**src/rtl/bpd_pkg.sv**
```systemverilog
package bpd_pkg;
  typedef enum logic {
    MODE_B3ZS = 1'b0,
    MODE_HDB3 = 1'b1
  } line_mode_e;

  // longest substitution code handled by the datapath
  localparam int unsigned SUB_MAX = 4;
  localparam int unsigned LEN_W   = $clog2(SUB_MAX + 1);

  function automatic logic [LEN_W-1:0] sub_len(input line_mode_e m);
    return (m == MODE_HDB3) ? LEN_W'(4) : LEN_W'(3);
  endfunction
endpackage

```
**src/rtl/bpd_sym_class.sv**
```systemverilog
module bpd_sym_class
  import bpd_pkg::*;
#(
  parameter int unsigned HIST = SUB_MAX
) (
  input  logic            clk,
  input  logic            rst,
  input  logic            sym_vld,
  input  logic            pos,
  input  logic            neg,
  input  line_mode_e      mode,
  input  logic [HIST-1:0] mk_hist,   // bit 0 = previous symbol
  output logic            is_mark,
  output logic            any_rail,
  output logic            subst,
  output logic            lcv_evt,
  output logic            dbit
);
  logic last_pos;
  logic have_mark;
  logic single, dual, viol, quiet_pre;

  always_comb begin
    single    = pos ^ neg;
    dual      = pos & neg;
    viol      = single && have_mark && (pos == last_pos);
    // preceding symbols that must be empty for a legal code
    quiet_pre = !mk_hist[0] && ((mode == MODE_B3ZS) || !mk_hist[1]);
    subst     = viol && quiet_pre;
    lcv_evt   = dual || (viol && !quiet_pre);
    dbit      = single && !subst;
    is_mark   = single;
    any_rail  = pos | neg;
  end

  always_ff @(posedge clk) begin
    if (rst) begin
      last_pos  <= 1'b0;
      have_mark <= 1'b0;
    end else if (sym_vld && single) begin
      last_pos  <= pos;
      have_mark <= 1'b1;
    end
  end
endmodule

```
**src/rtl/bpd_delay.sv**
```systemverilog
module bpd_delay
  import bpd_pkg::*;
#(
  parameter int unsigned DEPTH = SUB_MAX
) (
  input  logic             clk,
  input  logic             rst,
  input  logic             shift,
  input  logic             din,
  input  logic             mark_in,
  input  logic             subst,
  input  logic [LEN_W-1:0] len,
  output logic [DEPTH-1:0] mk_hist,
  output logic             dout
);
  localparam int unsigned IW = (DEPTH > 1) ? $clog2(DEPTH) : 1;

  logic [DEPTH-1:0] sr;
  logic [DEPTH-1:0] nxt;
  logic [IW-1:0]    tap;

  assign nxt[0] = din;
  assign tap    = IW'(len - LEN_W'(1));

  for (genvar i = 1; i < DEPTH; i++) begin : g_clr
    // positions that will hold part of the substitution after the shift
    assign nxt[i] = sr[i-1] & ~(subst & (LEN_W'(i) < len));
  end

  always_ff @(posedge clk) begin
    if (rst) begin
      sr      <= '0;
      mk_hist <= '0;
      dout    <= 1'b0;
    end else if (shift) begin
      sr      <= nxt;
      mk_hist <= {mk_hist[DEPTH-2:0], mark_in};
      dout    <= sr[tap];
    end
  end
endmodule

```
**src/rtl/bpd_lcv_cnt.sv**
```systemverilog
module bpd_lcv_cnt #(
  parameter int unsigned W = 16
) (
  input  logic         clk,
  input  logic         rst,
  input  logic         clr,
  input  logic         evt,
  output logic [W-1:0] cnt
);
  localparam logic [W-1:0] TOP = '1;

  always_ff @(posedge clk) begin
    if (rst) begin
      cnt <= '0;
    end else if (clr) begin
      cnt <= evt ? W'(1) : '0;
    end else if (evt && cnt != TOP) begin
      cnt <= cnt + W'(1);
    end
  end
endmodule

```
**src/rtl/bpd_los_det.sv**
```systemverilog
module bpd_los_det #(
  parameter int unsigned W = 8
) (
  input  logic         clk,
  input  logic         rst,
  input  logic         sym_vld,
  input  logic         active,
  input  logic [W-1:0] lim,
  output logic         los
);
  localparam logic [W-1:0] TOP = '1;

  logic [W-1:0] zrun;
  logic [W-1:0] zrun_nx;

  assign zrun_nx = (zrun == TOP) ? zrun : zrun + W'(1);

  always_ff @(posedge clk) begin
    if (rst) begin
      zrun <= '0;
      los  <= 1'b0;
    end else if (sym_vld) begin
      if (active) begin
        zrun <= '0;
        los  <= 1'b0;
      end else begin
        zrun <= zrun_nx;
        los  <= (zrun_nx >= lim);
      end
    end
  end
endmodule

```
**src/rtl/bpd_line_decoder.sv**
```systemverilog
module bpd_line_decoder
  import bpd_pkg::*;
#(
  parameter int unsigned CNT_W = 16,
  parameter int unsigned LOS_W = 8
) (
  input  logic             clk,
  input  logic             rst,
  input  logic             mode,
  input  logic             in_vld,
  input  logic             pos,
  input  logic             neg,
  input  logic             lcv_clr,
  input  logic [LOS_W-1:0] los_lim,
  output logic             dat_o,
  output logic             vld_o,
  output logic             lcv_o,
  output logic [CNT_W-1:0] lcv_cnt,
  output logic             los_o
);
  line_mode_e        mode_e;
  logic [SUB_MAX-1:0] mk_hist;
  logic              is_mark, any_rail, subst, lcv_evt, dbit;
  logic [LEN_W-1:0]  len;

  assign mode_e = line_mode_e'(mode);
  assign len    = sub_len(mode_e);

  bpd_sym_class #(.HIST(SUB_MAX)) u_cls (
    .clk(clk), .rst(rst), .sym_vld(in_vld), .pos(pos), .neg(neg),
    .mode(mode_e), .mk_hist(mk_hist), .is_mark(is_mark),
    .any_rail(any_rail), .subst(subst), .lcv_evt(lcv_evt), .dbit(dbit)
  );

  bpd_delay #(.DEPTH(SUB_MAX)) u_dly (
    .clk(clk), .rst(rst), .shift(in_vld), .din(dbit), .mark_in(is_mark),
    .subst(subst), .len(len), .mk_hist(mk_hist), .dout(dat_o)
  );

  bpd_lcv_cnt #(.W(CNT_W)) u_cnt (
    .clk(clk), .rst(rst), .clr(lcv_clr), .evt(in_vld && lcv_evt),
    .cnt(lcv_cnt)
  );

  bpd_los_det #(.W(LOS_W)) u_los (
    .clk(clk), .rst(rst), .sym_vld(in_vld), .active(any_rail),
    .lim(los_lim), .los(los_o)
  );

  always_ff @(posedge clk) begin
    if (rst) begin
      vld_o <= 1'b0;
      lcv_o <= 1'b0;
    end else begin
      vld_o <= in_vld;
      lcv_o <= in_vld && lcv_evt;
    end
  end
endmodule

```
**config.mk**
```make
export PLATFORM = sky130hd
export DESIGN_NAME = bpd_line_decoder
export DESIGN_NICKNAME = d
export VERILOG_FILES = /design/src/rtl/bpd_pkg.sv /design/src/rtl/bpd_sym_class.sv /design/src/rtl/bpd_delay.sv /design/src/rtl/bpd_lcv_cnt.sv /design/src/rtl/bpd_los_det.sv /design/src/rtl/bpd_line_decoder.sv
export SDC_FILE = /design/constraint.sdc
export NUM_CORES = 1
export LEC_CHECK = 0
export ABC_AREA = 1
export BUFFER_PORTS_ARGS = -buffer_cell sky130_fd_sc_hd__buf_2
export CAP_MARGIN = 20
export CORE_MARGIN = 3
export CORE_UTILIZATION = 45
export CTS_BUF_LIST = sky130_fd_sc_hd__clkbuf_2 sky130_fd_sc_hd__clkbuf_4 sky130_fd_sc_hd__clkbuf_8
export CTS_CLUSTER_SIZE = 20
export DETAILED_ROUTE_END_ITERATION = 8
export GPL_TIMING_DRIVEN = 0
export PLACE_DENSITY = 0.69
export SKIP_CTS_REPAIR_TIMING = 1
export SLEW_MARGIN = 40
export SYNTH_ARGS = -nofsm -noshare
export SYNTH_HDL_FRONTEND = slang
export SYNTH_HIERARCHICAL = 1
export SYNTH_SLANG_ARGS = --single-unit
```
**constraint.sdc**
```tcl
create_clock -name clk -period 2.3 [get_ports clk]
set_input_delay 0.115 -clock clk [delete_from_list [all_inputs] [get_ports clk]]
set_output_delay 0.115 -clock clk [all_outputs]
set_load 0.05 [all_outputs]
```
==> results of run 1 <==
## registers in the layout, summed over array words and instances (netlist names)
name / cells
lcv_o: 1
u_cls/have_mark: 1
u_cls/last_pos: 1
u_cnt/cnt: 16
u_dly/dout: 1
u_dly/mk_hist: 2
u_dly/sr: 4
u_los/los: 1
u_los/zrun: 8
vld_o: 1
## power by group
part	switching, mW	internal [mW]	total (mW)	leakage (nW)
registers	0.0148	0.641	0.656	0.293
logic	0.122	0.0558	0.178	0.894
clock network	0.209	0.268	0.477	0.0523
total	0.346	0.965	1.31	1.24
## cell type report
class	count	area, um2
Multi-Input combinational cell	254	1339
Buffer	4	22.52
Inverter	54	202.7
Fill cell	513	2180
Clock buffer	8	97.59
Timing Repair Buffer	34	170.2
Tap cell	67	83.83
Sequential cell	36	721.9
## routing by layer
| metal | vias up | global-route usage | share of wire |
|---|---|---|---|
| met3 | 4 | 0.04108 | 0.036 |
| met4 | 0 | 0.04270 | 0.0061 |
| met2 | 41 | 0.2832 | 0.47 |
| met5 | - | 0 | 0 |
| met1 | 993 | 0.2159 | 0.49 |
| li1 | 1181 | - | - |
## critical path, stage by stage (launching register included)
cell and delay (ns):
dfxtp_1 0.40, ha_1 0.19, nand2_1 0.08, inv_2 0.11, nand3_4 0.14, or2_1 0.25, nand2_1 0.07, ha_1 0.22
nand2_1 0.06, nand3_1 0.08, nand2_1 0.06, nand2_1 0.04, nand2_1 0.05, nand2_1 0.05, nand2_1 0.07, a21oi_1 0.06
## final timing paths
check,start,to,slack [ns]
max,u_los/zrun[1],u_los/los,0.24
min,in_vld,vld_o,0.13
max reg2reg,u_los/zrun[1],u_los/los,0.24
min reg2reg,u_cls/have_mark,u_cls/have_mark,0.45
## cell usage in the layout (no fill, tap or decap), drive strengths merged
master and count:
xor2 6, o21bai 1, nand3b 1, o21a 2
nor2 46, ha 12, o21ai 10, or2 1
a21oi 29, and2 1, buf 37, nand3 33
nand4 4, nor3 2, inv 53, a211oi 1
clkbuf 9, clkinv 1, o211ai 1, nand2 104
dfxtp 36
## stage by stage
step                      instances  power, mW  utilization
final                           457      1.311       0.5475
after global routing            457      1.388       0.5475
after CTS                       457      1.333       0.5473
after detailed placement        449     0.8491       0.5270
after global placement          449     0.8459       0.5270
after floorplan                 348     0.7967            -
==> results.ini, run 1 <==
[placed_design]
dpl_cell_area_um2=2539
gp_congestion=0.7983
port_buffers=34
dp_slack_ns=0.1843
place_hpwl_um=3600

[floorplanning]
die-area_um2=5968
die_x_um=77.26
core_region_area_um2=4817
dieHeight_um=77.26
rows=25
initial_core_util=0.4743
ioPinCount=35

[run]
cap_violations=0

[synthesis]
syn_nets=375
synth_warnings=6
syn_inst=348
synth_area_um2=2285
syn-mean-instance-area_um2=6.565

[sta]
period_needed_ns=2.063
setup_violations=0
fin_skew_ns=0.007732
maxSlewViolCount=0
tightest_slew_ns=0.6071
timing_hold_violations_final=0
timing.fmax_mhz=484.8
max_slew_margin=0.5938
setup_tns_ns=0
rsz0062_at_grt=false
min_period_over_period=0.8969
holdWs_ns=0.1332
timing.final.ws_setup_ns=0.2371

[global_route]
grt_util_all_layers=0.1688
antenna_found_initial=0
grt.overflow.total=0
grt_pass1_vias=2013
grt_max_degree=11
grt_pass1_wl_um=8411

[detailed_routing]
wl_per_cell_um=10.44
firstDrtPassIters=4
vias=2219
drtAntennaViolNets=0
via_per_inst=4.856
drt_iter0_drc=128
drc=0
wl_um=4769

[hold_path]
hp-class=in2reg
whs_path_depth=3

[clocking]
cts_made_buffers=5
h-tree-depth=2
cts_max_path_buffers=2
clockRootBuffer=clkbuf_8
cts_tree=yes
path_clk_slew_ns=0.07
cts_sinks=36
insertion_delay_ns=0.28

[critical_path]
worst-r2r-cell-count=15
crit_type=reg2reg
cp-start-kind=flop
required_ns=2.45
arrival_ns=2.21
cp_max_fo=10
crit_path_end_kind=flop

[power]
power_leakage_nw=1.240
power_density_nw_per_um2=497.2
peakVddDrop_mv=0.3460

[status]
status=completed

[layout]
diodes=0
fin_area_um2=2638
area_growth_pct=15.44
fin_nets=416
drive_above_1_share=0.1744

No activity file was read; power rests on OpenSTA's default activity.
==> run 2: changes to the inputs <==
Settings changed: MAX_ROUTING_LAYER from default to met4.
==> results.ini, run 2 (synthesized netlist as in run 1, its figures left out) <==
[sta]
setup_tns_ns=0
min_period_over_period=0.8969
timing.final.ws_setup_ns=0.2371
setup_violations=0
maxSlewViolCount=0
max_slew_margin=0.5898
rsz0062_at_grt=false
timing.fmax_mhz=484.8
fin_skew_ns=0.007915
period_needed_ns=2.063
timing_hold_violations_final=0
tightest_slew_ns=0.6130

[floorplanning]
die-area_um2=5968
initial_core_util=0.4743
rows=25
core_region_area_um2=4817
dieHeight_um=77.26
ioPinCount=35
die_x_um=77.26

[placed_design]
gp_congestion=0.8098
place_hpwl_um=3600
port_buffers=34
placed_cells=449
dpl_cell_area_um2=2539
dp_slack_ns=0.1843

[critical_path]
endpoint=u_los/los
cp_common_cell=nand2_1
arrival_ns=2.21
slowest_stage=dfxtp_1
cp-start-kind=flop
cpPeakStageDelay_ns=0.40
reg2reg_to=u_los/los
timing.rr.start=u_los/zrun[1]
worst-r2r-cell-count=15
cp_max_fo=10
cp-startpoint=u_los/zrun[1]
required_ns=2.45
path_cells=ha_1, nand2_1, inv_2, nand3_4, or2_1, nand2_1, ha_1, nand2_1, nand3_1, nand2_1, nand2_1, nand2_1, nand2_1, nand2_1, a21oi_1
crit_path_end_kind=flop
crit_type=reg2reg
reg2reg_slack_ns=0.24

[detailed_routing]
firstDrtPassIters=6
wl_um=4758
via_per_inst=4.829
drc=0
wl_per_cell_um=10.41
drt_iter0_drc=118
vias=2207
drtAntennaViolNets=0

[clocking]
cts_sinks=36
h-tree-depth=2
cts_tree=yes
cts_made_buffers=5
cts_max_path_buffers=2
path_clk_slew_ns=0.07
insertion_delay_ns=0.28
clockRootBuffer=clkbuf_8

[global_route]
grt_pass1_vias=2015
grt.overflow.total=0
grt_pass1_wl_um=8390
grt_max_degree=11
antenna_found_initial=0
grt_util_all_layers=0.1732

[layout]
fin_area_um2=2638
reg_top3=u_cnt/cnt x16, u_los/zrun x8, u_dly/sr x4
fin_nets=416
largest_reg_flops=16
drive_above_1_share=0.1744
layout_common_cells=nand2_1 (97), inv_1 (50), nor2_1 (38)
layout_commonest_cell=nand2_1
diodes=0
fillers=513
finalNonFillerCells=457
top_register=u_cnt/cnt
area_growth_pct=15.44

[hold_path]
hp-class=in2reg
min_from=in_vld

[power]
peakVddDrop_mv=0.3456
power_density_nw_per_um2=497.0
power_leakage_nw=1.240

[run]
cap_violations=0

[status]
status=completed

run 2: worst min path at each step:
stage	end	slack (ns)	depth (start not counted)
after floorplan	lcv_o	0.18	1
after global placement	vld_o	0.43	3
after detailed placement	vld_o	0.43	3
after CTS	vld_o	0.13	3
after global routing	vld_o	0.13	3
final	vld_o	0.13	3
run 2: cell type report:
cell class | count | area (um2) | area share
plain buffers | 4 | 22.52 | 0.008539
multi-input cells | 254 | 1339 | 0.5076
clock buffers | 8 | 97.59 | 0.03700
repair buffers | 34 | 170.2 | 0.06452
well taps | 67 | 83.83 | 0.03178
flip-flops and latches | 36 | 721.9 | 0.2737
inverters | 54 | 202.7 | 0.07685
run 2: metrics by stage:
stage | util | power, mW | hold slack [ns]
2_1_floorplan | - | 0.7967 | 0.1819
3_3_place_gp | 0.5270 | 0.8459 | 0.4274
3_5_place_dp | 0.5270 | 0.8491 | 0.4295
4_1_cts | 0.5473 | 1.333 | 0.1282
5_1_grt | 0.5475 | 1.388 | 0.1339
6_report | 0.5475 | 1.311 | 0.1319
run 2: layer usage:
metal  up-vias  wire (um)  GRT usage
met3         2        156    0.04108
met1       988       2361     0.2152
li1       1181          -          -
met5         -          0          -
met2        36       2218     0.2832
met4         0         21    0.04270
run 2: critical path, delay by kind of cell (launching register included):
| kind | cells | cell delay, ns |
|---|---|---|
| buffers and inverters | 1 | 0.11 |
| adders and majority gates | 2 | 0.41 |
| AOI/OAI and AO/OA | 1 | 0.06 |
| and+or+nand+nor | 11 | 0.95 |
| DFF | 1 | 0.40 |
run 2: power breakdown:
part / total, mW / internal [mW] / switching [mW]
registers: 0.656 / 0.641 / 0.0149
clock network: 0.476 / 0.268 / 0.209
logic: 0.178 / 0.0558 / 0.122
